--- src/rtl/dir_home_pkg.sv ---
package dir_home_pkg;

    typedef enum logic [1:0] {
        MSG_NONE       = 2'b00,
        MSG_RECALL_SHR = 2'b01,
        MSG_RECALL_INV = 2'b10,
        MSG_INVAL      = 2'b11
    } msg_kind_t;

    typedef enum logic {
        RSP_RDATA  = 1'b0,
        RSP_WGRANT = 1'b1
    } rsp_kind_t;

    typedef enum logic [2:0] {
        ST_IDLE        = 3'd0,
        ST_LOOKUP      = 3'd1,
        ST_INV_SEND    = 3'd2,
        ST_INV_WAIT    = 3'd3,
        ST_RECALL      = 3'd4,
        ST_RECALL_WAIT = 3'd5,
        ST_REPLY       = 3'd6
    } dir_state_t;

endpackage

--- src/rtl/dir_sharer_scan.sv ---
module dir_sharer_scan #(
    parameter int K = 4
) (
    input  logic [K-1:0]           mask,
    output logic [$clog2(K)-1:0]   first_idx,
    output logic [$clog2(K+1)-1:0] count
);
    localparam int KW = $clog2(K);
    localparam int CW = $clog2(K + 1);

    // lowest set index and population of the mask
    always_comb begin
        first_idx = '0;
        count     = '0;
        for (int i = K - 1; i >= 0; i--) begin
            if (mask[i]) first_idx = KW'(i);
        end
        for (int i = 0; i < K; i++) begin
            count = count + CW'(mask[i]);
        end
    end
endmodule

--- src/rtl/dir_entry_store.sv ---
module dir_entry_store #(
    parameter int K       = 4,
    parameter int ENTRIES = 16
) (
    input  logic                       clk,
    input  logic                       rst_n,
    input  logic [$clog2(ENTRIES)-1:0] rd_idx,
    output logic [K-1:0]               rd_pres,
    output logic                       rd_dirty,
    input  logic                       wr_en,
    input  logic [$clog2(ENTRIES)-1:0] wr_idx,
    input  logic [K-1:0]               wr_pres,
    input  logic                       wr_dirty
);
    localparam int IW = $clog2(ENTRIES);

    logic [ENTRIES-1:0][K-1:0] pres_all;
    logic [ENTRIES-1:0]        dirty_all;

    for (genvar e = 0; e < ENTRIES; e++) begin : g_ent
        logic [K-1:0] pres_e;
        logic         dirty_e;
        logic         hit;

        assign hit = wr_en && (wr_idx == IW'(e));

        always_ff @(posedge clk or negedge rst_n) begin
            if (!rst_n) begin
                pres_e  <= '0;
                dirty_e <= 1'b0;
            end else if (hit) begin
                pres_e  <= wr_pres;
                dirty_e <= wr_dirty;
            end
        end

        assign pres_all[e]  = pres_e;
        assign dirty_all[e] = dirty_e;
    end

    assign rd_pres  = pres_all[rd_idx];
    assign rd_dirty = dirty_all[rd_idx];
endmodule

--- src/rtl/dir_data_store.sv ---
module dir_data_store #(
    parameter int             ENTRIES   = 16,
    parameter int             DW        = 16,
    parameter logic [DW-1:0]  INIT_BASE = 'hD000
) (
    input  logic                       clk,
    input  logic                       rst_n,
    input  logic [$clog2(ENTRIES)-1:0] rd_idx,
    output logic [DW-1:0]              rd_data,
    input  logic                       wr_en,
    input  logic [$clog2(ENTRIES)-1:0] wr_idx,
    input  logic [DW-1:0]              wr_data
);
    localparam int IW = $clog2(ENTRIES);

    logic [ENTRIES-1:0][DW-1:0] words;

    for (genvar e = 0; e < ENTRIES; e++) begin : g_word
        logic [DW-1:0] word_e;

        always_ff @(posedge clk or negedge rst_n) begin
            if (!rst_n) begin
                word_e <= INIT_BASE | DW'(e);
            end else if (wr_en && (wr_idx == IW'(e))) begin
                word_e <= wr_data;
            end
        end

        assign words[e] = word_e;
    end

    assign rd_data = words[rd_idx];
endmodule

--- src/rtl/dir_home_ctrl.sv ---
module dir_home_ctrl
    import dir_home_pkg::*;
#(
    parameter int            K         = 4,
    parameter int            ENTRIES   = 16,
    parameter int            DW        = 16,
    parameter logic [DW-1:0] INIT_BASE = 'hD000
) (
    input  logic                       clk,
    input  logic                       rst_n,
    input  logic                       req_valid,
    output logic                       req_ready,
    input  logic                       req_write,
    input  logic [$clog2(K)-1:0]       req_src,
    input  logic [$clog2(ENTRIES)-1:0] req_blk,
    output logic                       msg_valid,
    output logic [1:0]                 msg_kind,
    output logic [$clog2(K)-1:0]       msg_dst,
    output logic [$clog2(ENTRIES)-1:0] msg_blk,
    input  logic                       ack_valid,
    input  logic [$clog2(K)-1:0]       ack_src,
    input  logic [DW-1:0]              ack_data,
    output logic                       rsp_valid,
    output logic                       rsp_kind,
    output logic [$clog2(K)-1:0]       rsp_dst,
    output logic [DW-1:0]              rsp_data
);
    localparam int KW = $clog2(K);
    localparam int IW = $clog2(ENTRIES);
    localparam int CW = $clog2(K + 1);

    dir_state_t     state_q, state_d;

    // latched request and transaction context
    logic           wr_q;
    logic           selfown_q;
    logic [KW-1:0]  src_q;
    logic [KW-1:0]  own_q;
    logic [IW-1:0]  blk_q;
    logic [K-1:0]   pres_q;
    logic [K-1:0]   pend_q;
    logic [CW-1:0]  cnt_q;
    logic [DW-1:0]  data_q;

    // lookup results
    logic [K-1:0]   rd_pres;
    logic           rd_dirty;
    logic [DW-1:0]  rd_data;

    // shared scanner
    logic [K-1:0]   scan_mask;
    logic [KW-1:0]  scan_first;
    logic [CW-1:0]  scan_cnt;

    logic [K-1:0]   src_bit;
    logic [K-1:0]   first_bit;
    logic           recall_hit;
    logic           ack_count;
    logic           ent_wr_en;
    logic [K-1:0]   ent_wr_pres;
    logic           ent_wr_dirty;

    assign src_bit    = K'(1) << src_q;
    assign first_bit  = K'(1) << scan_first;
    assign scan_mask  = (state_q == ST_LOOKUP) ? (rd_pres & ~src_bit) : pend_q;
    assign recall_hit = (state_q == ST_RECALL_WAIT) && ack_valid && (ack_src == own_q);
    assign ack_count  = ack_valid && (cnt_q != '0) &&
                        ((state_q == ST_INV_SEND) || (state_q == ST_INV_WAIT));

    // entry update at reply: a write leaves only the requester, a read adds it
    assign ent_wr_en    = (state_q == ST_REPLY) && !selfown_q;
    assign ent_wr_dirty = wr_q;
    assign ent_wr_pres  = wr_q ? src_bit : (pres_q | src_bit);

    dir_entry_store #(
        .K       (K),
        .ENTRIES (ENTRIES)
    ) u_entries (
        .clk      (clk),
        .rst_n    (rst_n),
        .rd_idx   (blk_q),
        .rd_pres  (rd_pres),
        .rd_dirty (rd_dirty),
        .wr_en    (ent_wr_en),
        .wr_idx   (blk_q),
        .wr_pres  (ent_wr_pres),
        .wr_dirty (ent_wr_dirty)
    );

    dir_data_store #(
        .ENTRIES   (ENTRIES),
        .DW        (DW),
        .INIT_BASE (INIT_BASE)
    ) u_data (
        .clk     (clk),
        .rst_n   (rst_n),
        .rd_idx  (blk_q),
        .rd_data (rd_data),
        .wr_en   (recall_hit),
        .wr_idx  (blk_q),
        .wr_data (ack_data)
    );

    dir_sharer_scan #(
        .K (K)
    ) u_scan (
        .mask      (scan_mask),
        .first_idx (scan_first),
        .count     (scan_cnt)
    );

    // next-state logic
    always_comb begin
        state_d = state_q;
        unique case (state_q)
            ST_IDLE: begin
                if (req_valid) state_d = ST_LOOKUP;
            end
            ST_LOOKUP: begin
                if (rd_dirty) begin
                    state_d = (scan_cnt == '0) ? ST_REPLY : ST_RECALL;
                end else if (wr_q && (scan_cnt != '0)) begin
                    state_d = ST_INV_SEND;
                end else begin
                    state_d = ST_REPLY;
                end
            end
            ST_INV_SEND: begin
                if ((pend_q & ~first_bit) == '0) state_d = ST_INV_WAIT;
            end
            ST_INV_WAIT: begin
                if (cnt_q == '0) state_d = ST_REPLY;
            end
            ST_RECALL: begin
                state_d = ST_RECALL_WAIT;
            end
            ST_RECALL_WAIT: begin
                if (recall_hit) state_d = ST_REPLY;
            end
            ST_REPLY: begin
                state_d = ST_IDLE;
            end
            default: begin
                state_d = ST_IDLE;
            end
        endcase
    end

    // state register
    always_ff @(posedge clk or negedge rst_n) begin
        if (!rst_n) state_q <= ST_IDLE;
        else        state_q <= state_d;
    end

    // transaction context
    always_ff @(posedge clk or negedge rst_n) begin
        if (!rst_n) begin
            wr_q      <= 1'b0;
            selfown_q <= 1'b0;
            src_q     <= '0;
            own_q     <= '0;
            blk_q     <= '0;
            pres_q    <= '0;
            pend_q    <= '0;
            cnt_q     <= '0;
            data_q    <= '0;
        end else begin
            if ((state_q == ST_IDLE) && req_valid) begin
                wr_q  <= req_write;
                src_q <= req_src;
                blk_q <= req_blk;
            end
            if (state_q == ST_LOOKUP) begin
                data_q    <= rd_data;
                pres_q    <= rd_pres;
                own_q     <= scan_first;
                selfown_q <= rd_dirty && (scan_cnt == '0);
                if (!rd_dirty && wr_q) begin
                    pend_q <= scan_mask;
                    cnt_q  <= scan_cnt;
                end else begin
                    pend_q <= '0;
                    cnt_q  <= '0;
                end
            end
            if (state_q == ST_INV_SEND) begin
                pend_q <= pend_q & ~first_bit;
            end
            if (ack_count) begin
                cnt_q <= cnt_q - CW'(1);
            end
            if (recall_hit) begin
                data_q <= ack_data;
            end
        end
    end

    // outputs decoded from state
    always_comb begin
        req_ready = 1'b0;
        msg_valid = 1'b0;
        msg_kind  = MSG_NONE;
        msg_dst   = own_q;
        rsp_valid = 1'b0;
        unique case (state_q)
            ST_IDLE: begin
                req_ready = 1'b1;
            end
            ST_INV_SEND: begin
                msg_valid = 1'b1;
                msg_kind  = MSG_INVAL;
                msg_dst   = scan_first;
            end
            ST_RECALL: begin
                msg_valid = 1'b1;
                msg_kind  = wr_q ? MSG_RECALL_INV : MSG_RECALL_SHR;
            end
            ST_REPLY: begin
                rsp_valid = 1'b1;
            end
            default: begin
            end
        endcase
    end

    assign msg_blk  = blk_q;
    assign rsp_kind = wr_q;
    assign rsp_dst  = src_q;
    assign rsp_data = data_q;

endmodule

--- config.mk ---
export PLATFORM = sky130hd
export DESIGN_NAME = dir_home_ctrl
export DESIGN_NICKNAME = d
export VERILOG_FILES = /design/src/rtl/dir_home_pkg.sv /design/src/rtl/dir_sharer_scan.sv /design/src/rtl/dir_entry_store.sv /design/src/rtl/dir_data_store.sv /design/src/rtl/dir_home_ctrl.sv
export SDC_FILE = /design/constraint.sdc
export NUM_CORES = 1
export LEC_CHECK = 0
export BUFFER_PORTS_ARGS = -buffer_cell sky130_fd_sc_hd__buf_2
export CAP_MARGIN = 20
export CORE_MARGIN = 3
export CORE_UTILIZATION = 45
export DETAILED_ROUTE_END_ITERATION = 10
export GPL_TIMING_DRIVEN = 0
export PLACE_DENSITY_LB_ADDON = 0.15
export SLEW_MARGIN = 0
export SYNTH_ARGS = -nofsm -noshare
export SYNTH_HDL_FRONTEND = slang
export SYNTH_SLANG_ARGS = --single-unit
--- constraint.sdc ---
create_clock -name clk -period 3.6 [get_ports clk]
set_input_delay 0.36 -clock clk [delete_from_list [all_inputs] [get_ports clk]]
set_output_delay 0.36 -clock clk [all_outputs]
set_load 0.02 [all_outputs]
# After elaboration in Yosys (flattened, before gate mapping)
# Index checks and enable logic that the tools add are counted.
[op_classes]
addsub = 4
order_cmp = 1
eq_ne = 26
shift = 2
mux = 34
bitwise = 5
reduce_logical = 56
[ops]
columns = ["cell", "count"]
rows = [
  ["binary-select mux 16 bit (select 4 bit)", 1],
  ["two-way mux 16 bit", 3],
  ["logical AND 1 bit", 41],
  ["== test 4 bit (second input constant)", 8],
  ["two-way mux 3 bit", 9],
  ["two-way mux 4 bit", 6],
  ["one-hot mux 3 bit (6 select lines)", 1],
  ["binary-select mux 4 bit (select 4 bit)", 1],
  ["== test 4 x 3 -> 1 bit (second input constant)", 4],
  ["two-way mux 2 bit", 7],
  ["== test 3 bit (second input constant)", 3],
  ["logical NOT 3 bit", 3],
  ["bitwise AND 4 bit", 2],
  ["== test 4 x 2 -> 1 bit (second input constant)", 2],
  ["logical NOT 4 bit", 2],
  ["NOT 4 bit", 2],
  ["<< shifter 1 x 2 -> 4 bit (first input constant)", 2],
  ["adder 3 x 1 -> 3 bit", 2],
  ["== test 3 x 2 -> 1 bit (second input constant)", 2],
  ["inequality test 2 x 1 -> 1 bit (second input constant)", 3],
  ["nonzero test 2 bit", 3],
  ["nonzero test 3 bit", 2],
  ["less-than comparator 4 x 5 -> 1 bit (second input constant)", 1],
  ["binary-select mux 1 bit (select 4 bit)", 1],
  ["13 further kinds", 17],
]
[totals]
reg_bits = 376
input_bits = 29
output_inout_bits = 30
elab_cells = 186

# Depth between registers and ports, before layout
# Gate-level depths: netlist of the first run.
[depth]
word_depth = 14
mapped_depth = 14
mapped_depth_nobuf = 12

# Modules after synthesis
# Synthesis of the first run repeated with hierarchy kept, for this count alone.
[unflattened]
hier_cells = 1191
area_unflattened_um2 = 17610.6
[modules_own_cells]
columns = ["module", "instances", "cells_per_inst", "area_per_inst_um2", "seq_area_each_um2"]
rows = [
  ["dir_data_store", 1, 710, 11726.2, 6506.2],
  ["dir_entry_store", 1, 238, 3648.5, 2001.9],
  ["dir_home_ctrl", 1, 231, 2148.3, 1001.0],
  ["dir_sharer_scan", 1, 12, 87.6, 0.0],
]

# Least setup slack after synthesis of the first run
# OpenSTA, ideal clock, no wires.
[synth_timing]
path_type = "reg2reg"
startpoint = "register blk_q[2] (netlist: msg_blk[2])"
endpoint = "register state_q[2]"
setup_time_ns = 0.064
arrival_ns = 3.437
required_ns = 3.536
setup_slack_ns = 0.100
stages_incl_launch_ff = 15
path_buffers = 2
synth_period_minus_slack_ns = 3.500
path_cell_list = "dfrtp_1 -> buf_6 -> buf_6 -> mux4_2 -> o22ai_1 -> o22ai_1 -> a22oi_2 -> inv_2 -> ha_1 -> fa_1 -> ha_1 -> nor3_1 -> nor2_1 -> o22ai_1 -> a21bo_2"
[synth_between]
elab_chain_len = 14
word_cells_on_any_way = 24
cone_classes = "add/sub (3); eq/ne (1); shift (1); mux (12); bitwise (3); reduce/logical (4)"
[synth_lines]
columns = ["item", "line_no", "rtl"]
rows = [
  ["start, declared", "dir_home_ctrl.sv:39", "logic [IW-1:0] blk_q;"],
  ["start signal, assigned", "dir_home_ctrl.sv:171", "blk_q <= req_blk;"],
  ["parallel branches: the longest is 14 deep, another holds adder 3 x 1 -> 3 bit", "--", ""],
  ["end signal, assigned", "dir_home_ctrl.sv:152", "else state_q <= state_d;"],
  ["end, declared", "dir_home_ctrl.sv:32", "dir_state_t state_q, state_d;"],
]
# Several ways; the timed one is not identified. The select of a mux whose other input is x is not followed.
# A chain may end at the register's enable or synchronous reset.

# Worst setup path in the final report of the first run
[layout_timing]
startpoint = "register state_q[2]"
endpoint = "register state_q[2]"
[layout_between]
elab_chain_len = 12
word_cells_on_any_way = 30
cone_classes = "add/sub (3); eq/ne (9); shift (1); mux (8); bitwise (2); reduce/logical (7)"
[layout_lines]
columns = ["item"]
rows = [
  ["parallel branches: the longest is 12 deep, another holds adder 3 x 1 -> 3 bit"],
]
# Several ways; the timed one is not identified.

==> results of run 1 <==
==> per-layer routing <==
metal,vias up,GRT usage (%),part of all wire [%]
li1,4728,-,-
met5,-,0,0.044
met3,65,4.30,5.2
met4,2,6.63,2.4
met2,260,36.0,47
met1,5583,31.1,45
==> flip-flops by register name, indices dropped and copies added (netlist names), 2 cells and up <==
register                 flops
u_data.g_word.word_e       256
u_entries.g_ent.pres_e      64
rsp_data                    16
u_entries.g_ent.dirty_e     16
msg_blk                      4
pend_q                       4
pres_q                       4
cnt_q                        3
state_q                      3
own_q                        2
rsp_dst                      2
==> cell usage in the layout (no fill, tap or decap), types with 4 or more instances in the layout <==
cell,n
a22oi_1,11
nand2_1,143
o22ai_1,10
o21ai_1,4
a21oi_1,20
dfrtp_1,296
inv_1,7
clkinv_2,6
clkbuf_1,58
nand2_2,8
clkbuf_16,43
nor2b_1,6
mux4_2,92
mux2i_1,9
clkbuf_8,7
o21ai_0,90
buf_2,87
nor2_1,28
nand2b_1,7
buf_4,9
dfstp_2,80
mux2_2,281
==> cell type report <==
cell class | count | area [sq um] | share of cell area (%)
Buffer | 84 | 404 | 2.04
Clock buffer | 66 | 1230 | 6.23
Tap cell | 504 | 631 | 3.19
Multi-Input combinational cell | 764 | 7350 | 37.2
Timing Repair Buffer | 71 | 469 | 2.37
Inverter | 10 | 41.3 | 0.209
Clock inverter | 11 | 133 | 0.671
Sequential cell | 376 | 9510 | 48.1
==> critical path: stages (launching register included) <==
cell	delay, ns
dfrtp_1	0.37
buf_4	0.17
nor2_1	0.14
and2_1	0.14
clkbuf_1	0.59
and2_1	0.25
a22o_4	0.17
ha_1	0.25
fa_1	0.47
ha_4	0.24
nor3_2	0.22
nor2_1	0.08
o22ai_1	0.14
a21bo_2	0.15
==> stage by stage <==
step / TNS (ns) / total power [W]
6_report: 0 / 0.0169
5_1_grt: 0 / 0.0178
4_1_cts: 0 / 0.0169
3_5_place_dp: -0.778 / 0.0125
3_3_place_gp: -1756.84 / 0.0123
2_1_floorplan: 0 / 0.0107
==> worst paths after layout <==
path | start | to | slack (ns) | cells after the start
max in group asynchronous | rst_n | u_data.g_word[2].word_e[12] | 1.92 | 4
min | req_write | rsp_kind | 0.02 | 3
max reg2reg | state_q[2] | state_q[2] | 0.17 | 13
min reg2reg | u_entries.g_ent[0].pres_e[0] | u_entries.g_ent[0].pres_e[0] | 0.47 | 2
max | state_q[2] | state_q[2] | 0.17 | 13
min in group asynchronous | rst_n | u_entries.g_ent[12].pres_e[2] | 0.27 | 2
==> cells by family (layout without fill, tap and decap cells) <==
group           Yosys count  in the layout  synth area share (%)
fa+ha+maj                 5              5                 0.407
mux                     382            382                  31.0
xor+xnor                  3              3                 0.153
flops                   376            376                  55.3
buf+inv                  95            242                  2.47
simple gates            216            216                  5.53
compound gates          158            158                  5.21
==> timing repair <==
action	CTS	global route
pin swaps	3	5
gates resized for setup	10	15
setup endpoints to repair	4	6
hold buffers	3	0
buffers inserted	1	5
endpoints found under the hold margin	37	0
==> power breakdown <==
part	leakage [nW]	internal, W	total (W)	switching (W)
sequential	4.85	0.00602	0.00683	0.000819
combinational	3.48	0.00281	0.00576	0.00296
clock	0.671	0.00256	0.00430	0.00173
total	8.99	0.0114	0.0169	0.00551
==> reports/qor.yml, run 1 <==
vias: 10600
worstSetupEndpointType: "register"
drt-total-wl_um: 45000
nets: 1383
cts-root-buf: "clkbuf_16"
period_share_pct: 95.4
placed_cells: 1801
num_rows: 70
syn_area_sq_mm: 0.0172
postSynthAreaPerCell_sq_um: 13.9
core_sq_mm: 0.0371
worstMarginPinSlew_ns: 1.06
portBuffers: 58
fin_ws_ns: 0.167
via_per_inst: 5.64
grt_pass1_vias: 11100
cts_tree: "yes"
fin_hold_ws_ns: 0.0174
finish.instance_area_sq_mm: 0.0198
dr.pass1.iters: 8
syn_to_final_growth_pct: 14.9
grt_pass1_wl_um: 68800
clk_latency_ns: 0.56
cp_max_fo: 10
cts.path.max_buffers: 3
p_leak_nw: 8.99
setup_viol: 0
start_util_pct: 46.3
gp_congestion: 0.825
dieHeight_um: 202
yosysSeqAreaShare_pct: 55.3
layout.cells.non_filler: 1886
synth.top_cell.area_share_pct: 43.1
diodes: 0
ys_top_cells_by_count: "dfrtp_1, mux2_2, nand2_1, o21ai_0, mux4_2"
crit_arrival_ns: 3.93
clk_pin_slew_ns: 0.06
max-cap-violations: 0
power.density_mw_per_mm2: 855
slew_violations: 0
antenna_found_initial: 1
die_w_um: 202
clock-sinks: 376
syn_nets: 1269
route.detailed.drc: 0
outcome: "finished, final reports clean"
yosysTopAreaCell: "dfrtp_1"
n_fill_cell: 3211
synth_edf_count: 0
grt_max_degree: 125
dieArea_sq_mm: 0.0406
startpoint_type: "register"
utilization_pct: 53.2
critical_path_class: "reg -> reg"
ys.flop_type: "dfrtp_1"
period_needed_ns: 3.43
wl_per_cell_um: 23.9
peakVddDrop_mv: 0.320
dp_slack_ns: -0.317
netlist_top_cells_area: "dfrtp_1, mux2_2, dfstp_2"
ys_warn_count: 0
rsz0062_at_grt: "false"
drive_gt1_share_pct: 47.0
drt_iter0_drc: 706
ios: 59
synthDistinctLibCells: 48
max-slew-margin-rel_pct: 29.1
netlist_instances: 1235
synth-seq-cells: 376
yosysMostFrequentCell: "dfrtp_1"
grt_overflow: 0
detail-route-antenna-nets: 0
fin_skew_ns: 0.0156
track_usage_pct: 22.4
cts_buffers: 42
htree_levels: 2
worstPathRequired_ns: 4.10
place_area_sq_mm: 0.0182
hold_class: "in -> reg"
timing.final.hold_violations: 0
fmax_ghz: 0.291
async_flop_share_pct: 100
dpl.hpwl_um: 28800
Power figures use the tool's default switching activity.
==> run 2, diff against run 1 <==
--- a/config.mk
+++ b/config.mk
@@ -7,11 +7,10 @@
 export LEC_CHECK = 0
 export BUFFER_PORTS_ARGS = -buffer_cell sky130_fd_sc_hd__buf_2
 export CAP_MARGIN = 20
-export CORE_MARGIN = 3
 export CORE_UTILIZATION = 45
 export DETAILED_ROUTE_END_ITERATION = 10
 export GPL_TIMING_DRIVEN = 0
-export PLACE_DENSITY_LB_ADDON = 0.15
+export PLACE_DENSITY = 0.65
 export SLEW_MARGIN = 0
 export SYNTH_ARGS = -nofsm -noshare
 export SYNTH_HDL_FRONTEND = slang
==> reports/qor.yml, run 2 (synthesized netlist as in run 1, its figures left out) <==
outcome: "finished, final reports clean"  # unchanged
ios: 59  # unchanged
fin_tns_setup_ns: 0  # unchanged
crit_arrival_ns: 3.90  # was 3.93 ns
diodes: 0  # unchanged
setup_viol: 0  # unchanged
power.density_mw_per_mm2: 847  # was 855 mW/mm^2
timing.final.hold_violations: 0  # unchanged
internal_power_w: 0.0113  # was 0.0114 W
htree_levels: 2  # unchanged
grt_overflow: 0  # unchanged
drt_iter0_drc: 653  # was 706
power_frac_seq_pct: 40.9  # was 40.5%
start_util_pct: 45.7  # was 46.3%
die_w_um: 198  # was 202 um
dieHeight_um: 198  # was 202 um
critical_path_class: "reg -> reg"  # unchanged
fmax_ghz: 0.287  # was 0.291 GHz
worstPathRequired_ns: 4.01  # was 4.10 ns
comb_power_share_pct: 33.7  # was 34.1%
layout_common_cells: "dfrtp_1, mux2_2, nand2_1"  # unchanged
layout_commonest_cell: "dfrtp_1"  # unchanged
worstMarginPinSlew_ns: 1.08  # was 1.06 ns
fin_total_pwr_w: 0.0167  # was 0.0169 W
largest_reg_flops: 256  # unchanged
hold_class: "in -> reg"  # unchanged
cp_max_fo: 10  # unchanged
cts_tree: "yes"  # unchanged
max-cap-violations: 0  # unchanged
clock-sinks: 376  # unchanged
drt-total-wl_um: 43100  # was 45000 um
p_leak_nw: 8.96  # was 8.99 nW
switching_power_w: 0.00538  # was 0.00551 W
swShare_pct: 32.3  # was 32.6%
track_usage_pct: 22.9  # was 22.4%
grt_max_degree: 117  # was 125
crit_path_top_delay_cell: "mux4_2"  # was clkbuf_1
path_cells: "buf_6, buf_8, mux4_2, o22ai_2, o22ai_2, a22oi_2, inv_2, ha_1, fa_1, ha_4, nor3_4, nor2_1, o22ai_1, a21bo_2"  # was buf_4, nor2_1, and2_1, clkbuf_1, and2_1, a22o_4, ha_1, fa_1, ha_4, nor3_2, nor2_1, o22ai_1, a21bo_2
max-slew-margin-rel_pct: 28.0  # was 29.1%
portBuffers: 58  # unchanged
cts-root-buf: "clkbuf_16"  # unchanged
dieArea_sq_mm: 0.0390  # was 0.0406 sq mm
n_fill_cell: 3182  # was 3211
dpl.hpwl_um: 28200  # was 28800 um
min_path_cells: 3  # unchanged
gp_congestion: 0.841  # was 0.825
worstSetupEndpointType: "register"  # unchanged
peakVddDrop_mv: 0.461  # was 0.320 mV
path_common_cell: "o22ai_2"
cts_buffers: 41  # was 42
slew_violations: 0  # unchanged
drive_gt1_share_pct: 47.1  # was 47.0%
vias: 10700  # was 10600
rsz0062_at_grt: "false"  # unchanged
startpoint_type: "register"  # unchanged
clk_pin_slew_ns: 0.06  # about the same
reg.largest.list: "u_data.g_word.word_e (256), u_entries.g_ent.pres_e (64)"  # unchanged
dr.pass1.iters: 5  # was 8
period_needed_ns: 3.49  # was 3.43 ns
clock_power_share_pct: 25.3  # was 25.4%
slowest_delay_ns: 0.55  # was 0.59 ns
wl_per_cell_um: 22.9  # was 23.9 um
largest-register: "u_data.g_word.word_e"  # unchanged
route.detailed.drc: 0  # unchanged
nets: 1377  # was 1383
fin_skew_ns: 0.0175  # was 0.0156 ns
num_rows: 71  # was 70
detail-route-antenna-nets: 0  # unchanged
grt_pass1_wl_um: 66500  # was 68800 um
syn_to_final_growth_pct: 14.4  # was 14.9%
via_per_inst: 5.68  # was 5.64
cts.path.max_buffers: 3  # unchanged
reg2reg_depth: 14  # was 13
period_share_pct: 96.8  # was 95.4%
core_sq_mm: 0.0377  # was 0.0371 sq mm
clk_latency_ns: 0.53  # was 0.56 ns
grt_pass1_vias: 11100  # about the same
antenna_found_initial: 1  # unchanged
==> run 2: changes by cell type in the layout (fill, tap and decap cells not counted), sizes merged <==
| cell | delta |
|---|---|
| clkinvlp | +1 |
| clkbuf | -6 |
| dlygate4sd3 | -2 |
| bufinv | -1 |
| buf | -2 |
| inv | +1 |
==> run 2: path summary, 6_finish.rpt <==
kind                                                from                            end  slack (ns)
max                                           msg_blk[2]                     state_q[2]        0.11
min                                           req_blk[0]                     msg_blk[0]        0.03
max reg2reg                                   msg_blk[2]                     state_q[2]        0.11
min reg2reg                u_entries.g_ent[10].pres_e[0]  u_entries.g_ent[10].pres_e[0]        0.48
max in group asynchronous                          rst_n                   rsp_data[13]        1.84
min in group asynchronous                          rst_n   u_entries.g_ent[5].pres_e[1]        0.34
==> run 2: power by group through the flow <==
stage | Combinational [W] | Sequential, W | Clock, W
detailed placement | 0.00558 | 0.00686 | 0
global placement | 0.00543 | 0.00679 | 0
global route | 0.00608 | 0.00700 | 0.00445
finish | 0.00562 | 0.00682 | 0.00422
floorplan | 0.00395 | 0.00672 | 0
CTS | 0.00566 | 0.00680 | 0.00429
==> run 2: cell type report <==
type / instances / area, sq um / share of cell area (%)
buffer: 85 / 394 / 2.00
clock buffer: 61 / 1240 / 6.32
clock inverter: 12 / 119 / 0.604
inverter: 10 / 37.5 / 0.191
multi-input combinational: 764 / 7320 / 37.2
sequential: 376 / 9510 / 48.3
tap: 511 / 639 / 3.25
timing repair buffer: 65 / 419 / 2.13
==> run 2: timing repair <==
item                                    4_1_cts  5_1_grt
pin swaps                                     2        2
setup buffers                                 2        0
endpoints found under the setup margin        3        5
cloned                                        0        0
hold buffers                                  1        0
hold endpoints to repair                     50        0
gates resized for setup                       7        4
==> run 2: routing by layer <==
metal,GRT usage (%),wire length [um],up-vias
met4,6.60,1030,2
met3,4.03,2110,75
met1,32.2,19500,5639
li1,-,-,4735
met2,36.4,20400,259
met5,0.383,13,-
==> run 2: critical path, delay by kind of cell, from the launching register on <==
kind	cells	cell delay [ns]
flops	1	0.35
compound gates	5	0.81
simple gates	2	0.14
mux	1	0.55
fa+ha+maj	3	1.11
buf+inv	3	0.41
==> run 2: stage by stage <==
step,cell area [sq um],worst slack [ns],hold WS [ns],utilization (%),cells
after global routing,19700,0.000344,0.0462,52.3,1884
after global placement,18100,-5.10,0.456,48.1,1804
after floorplan,17200,0.0995,0.0644,-,1235
after CTS,19700,0.00662,0.0271,52.2,1884
after detailed placement,18200,-0.334,0.311,48.4,1808
final,19700,0.115,0.0343,52.3,1884
